--- config.mk ---
export PLATFORM = sky130hd
export DESIGN_NAME = mem_space_gate
export DESIGN_NICKNAME = d
export VERILOG_FILES = /design/src/rtl/mem_space_pkg.sv /design/src/rtl/mode_reg.sv /design/src/rtl/oe_gate.sv /design/src/rtl/mem_space_gate.sv
export SDC_FILE = /design/constraint.sdc
export NUM_CORES = 1
export LEC_CHECK = 0
export CORE_AREA = 2 2 39 41
export DETAILED_ROUTE_END_ITERATION = 10
export DIE_AREA = 0 0 41 43
export PLACE_DENSITY = 0.71
export SYNTH_ARGS = -nofsm -noshare
export SYNTH_HDL_FRONTEND = slang
export SYNTH_HIERARCHICAL = 1
export SYNTH_SLANG_ARGS = --single-unit
--- constraint.sdc ---
create_clock -name clk -period 0.8 [get_ports clk]
set_input_delay 0.08 -clock clk [delete_from_list [all_inputs] [get_ports clk]]
set_output_delay 0.08 -clock clk [all_outputs]
set_load 0.01 [all_outputs]
--- src/rtl/mem_space_pkg.sv ---
// Shared constants for the memory space mapper: memory indices and
// the bit positions of the mode register that the gating decodes.
package mem_space_pkg;
    localparam int REG_W   = 8;
    localparam int NUM_MEM = 3;

    typedef enum logic [1:0] {
        MEM_PFLASH = 2'd0,
        MEM_SFLASH = 2'd1,
        MEM_SRAM   = 2'd2
    } mem_id_e;

    // Bit positions in the mode register (fixed by behaviour).
    localparam int B_PORT_MODE = 7;
    localparam int B_DRD_PF    = 4;
    localparam int B_DRD_SF    = 3;
    localparam int B_PRD_PF    = 2;
    localparam int B_PRD_SF    = 1;
    localparam int B_PRD_SR    = 0;

    // Bits that exist in the register; the others read as zero.
    localparam logic [REG_W-1:0] LIVE_MASK = 8'h9F;
endpackage

--- src/rtl/mode_reg.sv ---
// Mode register: loads RESET_VAL on synchronous reset and takes bus
// writes when selected. Assumes the bus inputs are stable at the edge.
module mode_reg
    import mem_space_pkg::*;
#(
    parameter logic [REG_W-1:0] RESET_VAL = 8'h0C
) (
    input  logic             clk,
    input  logic             rst_n,
    input  logic             sel,
    input  logic             wr,
    input  logic [REG_W-1:0] wdata,
    output logic [REG_W-1:0] rdata,
    output logic [REG_W-1:0] mode
);
    logic wr_hit;
    assign wr_hit = sel & wr;

    // Register update: reset load or selected write, unused bits masked.
    always_ff @(posedge clk) begin
        if (!rst_n)
            mode <= RESET_VAL & LIVE_MASK;
        else if (wr_hit)
            mode <= wdata & LIVE_MASK;
    end

    // Read path: contents only while selected.
    always_comb begin
        rdata = sel ? mode : '0;
    end

    // a selected write lands on the next edge
    p_write_lands_r2: assert property (@(posedge clk) disable iff (!rst_n)
        (sel && wr) |=> (mode == ($past(wdata) & LIVE_MASK)));

    // no write, no change
    p_hold_r3: assert property (@(posedge clk) disable iff (!rst_n)
        !(sel && wr) |=> $stable(mode));

    // read data is silent while deselected
    p_rd_quiet_r4: assert property (@(posedge clk) disable iff (!rst_n)
        !sel |-> (rdata == '0));
endmodule

--- src/rtl/oe_gate.sv ---
// Output-enable gate for one memory: enable is asserted (low) when the
// chip select is high and a permitted strobe is low. Clock and reset
// feed only the assertions.
module oe_gate (
    input  logic clk,
    input  logic rst_n,
    input  logic cs,
    input  logic prog_rd_n,
    input  logic data_rd_n,
    input  logic prog_ok,
    input  logic data_ok,
    output logic oe_n
);
    logic hit;

    // Gate: any permitted active strobe with chip select opens the memory.
    always_comb begin
        hit  = (!prog_rd_n && prog_ok) || (!data_rd_n && data_ok);
        oe_n = !(cs && hit);
    end

    // deselected memory never drives
    p_cs_off_r8: assert property (@(posedge clk) disable iff (!rst_n)
        !cs |-> oe_n);

    // no strobe, no enable
    p_idle_r8: assert property (@(posedge clk) disable iff (!rst_n)
        (prog_rd_n && data_rd_n) |-> oe_n);

    // a blocked strobe alone cannot open the memory
    p_blocked_r5: assert property (@(posedge clk) disable iff (!rst_n)
        (!prog_ok && data_rd_n) |-> oe_n);
endmodule

--- src/rtl/mem_space_gate.sv ---
// Program/data space mapper top: mode register plus one gate per memory.
// Assumes chip selects come from an external decoder.
module mem_space_gate
    import mem_space_pkg::*;
#(
    parameter logic [7:0] RESET_MODE = 8'h0C
) (
    input  logic       clk,
    input  logic       rst_n,
    input  logic       reg_sel,
    input  logic       reg_wr,
    input  logic [7:0] reg_wdata,
    output logic [7:0] reg_rdata,
    input  logic       prog_rd_n,
    input  logic       data_rd_n,
    input  logic       cs_pflash,
    input  logic       cs_sflash,
    input  logic       cs_sram,
    output logic       oe_pflash_n,
    output logic       oe_sflash_n,
    output logic       oe_sram_n,
    output logic       port_mode
);
    logic [REG_W-1:0]   mode;
    logic [NUM_MEM-1:0] cs_v, prog_ok, data_ok, oe_v;

    mode_reg #(.RESET_VAL(RESET_MODE)) u_reg (
        .clk(clk), .rst_n(rst_n), .sel(reg_sel), .wr(reg_wr),
        .wdata(reg_wdata), .rdata(reg_rdata), .mode(mode)
    );

    // Permission decode: map register bits onto each memory's strobes.
    always_comb begin
        cs_v                = '0;
        cs_v[MEM_PFLASH]    = cs_pflash;
        cs_v[MEM_SFLASH]    = cs_sflash;
        cs_v[MEM_SRAM]      = cs_sram;
        prog_ok             = '0;
        prog_ok[MEM_PFLASH] = mode[B_PRD_PF];
        prog_ok[MEM_SFLASH] = mode[B_PRD_SF];
        prog_ok[MEM_SRAM]   = mode[B_PRD_SR];
        data_ok             = '0;
        data_ok[MEM_PFLASH] = mode[B_DRD_PF];
        data_ok[MEM_SFLASH] = mode[B_DRD_SF];
        data_ok[MEM_SRAM]   = 1'b1;
    end

    for (genvar m = 0; m < NUM_MEM; m++) begin : g_mem
        oe_gate u_gate (
            .clk(clk), .rst_n(rst_n), .cs(cs_v[m]),
            .prog_rd_n(prog_rd_n), .data_rd_n(data_rd_n),
            .prog_ok(prog_ok[m]), .data_ok(data_ok[m]), .oe_n(oe_v[m])
        );
    end

    // Output mapping.
    always_comb begin
        oe_pflash_n = oe_v[MEM_PFLASH];
        oe_sflash_n = oe_v[MEM_SFLASH];
        oe_sram_n   = oe_v[MEM_SRAM];
        port_mode   = mode[B_PORT_MODE];
    end

    // a data read of a selected SRAM always enables it
    p_sram_data_r7: assert property (@(posedge clk) disable iff (!rst_n)
        (cs_sram && !data_rd_n) |-> !oe_sram_n);

    // unused register bits read back as zero
    p_unused_zero_r2: assert property (@(posedge clk) disable iff (!rst_n)
        reg_sel |-> (reg_rdata[6:5] == 2'b00));
endmodule

Yosys cells after proc, flatten, opt, wreduce, memory -nomap -nowiden
Index checks and enable logic that the tools add are counted.

Input bits: 17. Register bits after elaboration: 6. Output and inout bits: 12. Logic and storage cells: 19.

Bitwise operators: 1. Muxes and demuxes: 1. Reductions and logical operators: 16.

Operator list (number): 1-bit logical AND (8); 8-bit two-way mux (1); 1-bit zero test (5); 1-bit logical OR (3); 1-bit AND (1).

Logic depth before layout (Yosys ltp)
Depth in word-level cells: 5. Gate-level depth with buffers: 3. Mapped depth without buffers: 2.

Modules after synthesis
Netlist, hierarchy kept.

Modules (own cells, without submodules): mode_reg (cells an instance 38, area an instance 322.8 um^2, instances 1, seq. area each 120.1 um^2); oe_gate (cells an instance 3, area an instance 21.3 um^2, instances 3, seq. area each 0.0 um^2); mem_space_gate (cells an instance 1, area an instance 3.8 um^2, instances 1, seq. area each 0.0 um^2).

Least setup slack after synthesis
No wires, ideal clock.

Path type: register to output. Start point: register u_reg.mode[4]. End point: output port oe_pflash_n. Cell stages (with the launch flop): 3. Setup slack: 0.133 ns. Required time: 0.720 ns. Data arrival time: 0.587 ns. Path buffers: 0. Path through: dfxtp_1 nor2b_1 o21ai_2.

Longest elaborated chain between the ends: 4.

RTL lines: start: declaration (line mode_reg.sv:14) `output logic [REG_W-1:0] mode`; start signal: assignment (line mode_reg.sv:22) `mode <= RESET_VAL & LIVE_MASK;`; start signal: assignment (line mode_reg.sv:24) `mode <= wdata & LIVE_MASK;`; 1-bit logical AND (line oe_gate.sv:18) `hit = (!prog_rd_n && prog_ok) || (!data_rd_n && data_ok);`; 1-bit logical OR (line oe_gate.sv:18); 1-bit logical AND (line oe_gate.sv:19) `oe_n = !(cs && hit);`; 1-bit zero test (line oe_gate.sv:19); end: declaration (line mem_space_gate.sv:19) `output logic oe_pflash_n,`.

No other way between the ends.

Worst setup path after layout
Start point: register u_reg.mode[2]. End point: output port oe_pflash_n.

The elaborated chain is that of the path after synthesis.

==> results_dict.tcl <==
set metrics [dict create \
    status "finished, violations left" \
    violations "negative setup slack" \
    cts_buffers 3 \
    initial_core_util_pct 27.1 \
    cellPowerDensity_mw_per_mm2 1220 \
    grt_overflow_total 0 \
    die_x_um 41 \
    avgRoutedWirePerCell_um 11.0 \
    syn-cell-area_um2 375 \
    diodes 0 \
    ctsLongestPathBuffers 2 \
    setup_violations 11 \
    end_kind "output pin" \
    grt_pass1_wl_mm 1.50 \
    start_kind "flop" \
    rsz0062_at_grt "true" \
    cts_hold_buf 0 \
    syn2layout_area_growth_pct 90.7 \
    slowest_stage "dfxtp_2" \
    wirelength_mm 1.04 \
    crit_path_cell_trace "nor2b_4 > o21ai_2 > buf_2" \
    grt_usage_pct 12.9 \
    slew_violations 0 \
    whs_ns 0.202 \
    io_pins 29 \
    largest_register_ffs 6 \
    finish.instance_area_um2 716 \
    syn_inst 46 \
    hp-class "in2reg" \
    fin_crit_ns 1.01 \
    placed_area_um2 657 \
    vdd_ir_drop_max_uv 763 \
    via_per_inst 4.62 \
    final_nets 98 \
    cp_max_fo 3 \
    cts_root_buffer "clkbuf_4" \
    maxCapViolCount 0 \
    cpPeakStageDelay_ns 0.32 \
    maxClockFrequency_mhz 986 \
    fin_skew_ns 0 \
    cts.sink_count 6 \
    route.detailed.drc 0 \
    fin_crit_sh_pct 127 \
    grt_pass1_vias 362 \
    dieArea_mm2 0.00176 \
    gp_congestion 0.718 \
    drtIter0Drc 2 \
    grt_max_degree 10 \
    critical_path_class "reg2out" \
    crit_required_ns 0.72 \
    vias 439 \
    htree_num_levels 1 \
    finalHoldViolations 0 \
    drive_gt1_share_pct 57.0 \
    dr.pass1.iters 4 \
    antenna_found_initial 0 \
    fill_cells 139 \
    avgSynthCellArea_um2 8.16 \
    p_leak_nw 0.323 \
    place_hpwl_um 709 \
    clk_latency_ns 0.24 \
    cts_tree "built" \
    row_count 14 \
    core_area_mm2 0.00138 \
    critical_path_arrival_ns 0.93 \
    setup_slack_ns -0.214 \
    fin_util_pct 51.7 \
    io_buffers 24 \
    ant_nets 0 \
    fp.dieH_um 43 \
    path_clk_slew_ns 0.05 \
    yosysWarnings 6 \
]
## repair_timing
action | CTS | global route
cloned | 0 | 0
setup buffers | 1 | 2
resized for setup | 56 | 12
pin swaps | 1 | 3
endpoints found under the hold margin | 0 | 0
endpoints found under the setup margin | 16 | 16
## cell usage in the layout, fill, tap and decap left out, types with 4 or more instances in the layout
cell type / n
buf_4: 7
nor2b_4: 4
o21ai_2: 5
clkdlybuf4s50_1: 11
dfxtp_2: 6
buf_6: 5
nand2_1: 4
nand4_1: 4
buf_2: 7
and2_1: 4
## where the power goes
group          total [mW]  switching [mW]  internal, mW
registers           0.331          0.0114         0.320
clock network       0.281           0.111         0.170
logic               0.263           0.105         0.158
## worst max-delay path, delay by kind of cell (launching register included)
kind	cells	cell delay, ns
compound gates	1	0.12
buf+inv	1	0.13
flops	1	0.32
simple gates	1	0.12
## metrics by stage
| stage | instances | TNS [ns] | setup WS, ns | power (mW) |
|---|---|---|---|---|
| floorplan | 47 | 0 | 0.133 | 0.430 |
| global placement | 89 | -8.87 | -0.690 | 0.576 |
| detailed placement | 89 | -9.01 | -0.698 | 0.577 |
| CTS | 93 | -1.36 | -0.227 | 0.862 |
| global route | 95 | -1.59 | -0.255 | 0.920 |
| finish | 95 | -1.25 | -0.214 | 0.875 |
## area by class of cell
cell class              instances  area (um2)  share of cell area [%]
inverters                       2        7.51                    1.05
multi-input cells              35         262                    36.5
repair buffers                 33         277                    38.6
well taps                      16        20.0                    2.80
flip-flops and latches          6         128                    17.8
clock buffers                   3        22.5                    3.15
## metal layers
metal  track usage (%)  share of wire, %  vias to the layer above
met5                 0                 0                        -
met4              6.00                 0                        0
met3              5.76                12                        0
li1                  -                 -                      219
met2              19.1                49                       23
met1              15.2                39                      197
## path summary, 6_finish.rpt
| check | startpoint | endpoint | slack [ns] | depth (start not counted) |
|---|---|---|---|---|
| setup reg to reg | u_reg/mode[2] | u_reg/mode[2] | -0.02 | 4 |
| hold reg to reg | u_reg/mode[0] | u_reg/mode[0] | 0.46 | 2 |
| setup / recovery | u_reg/mode[2] | oe_pflash_n | -0.21 | 3 |
| hold / removal | reg_sel | u_reg/mode[7] | 0.20 | 3 |
No activity file was read; power rests on OpenSTA's default activity.
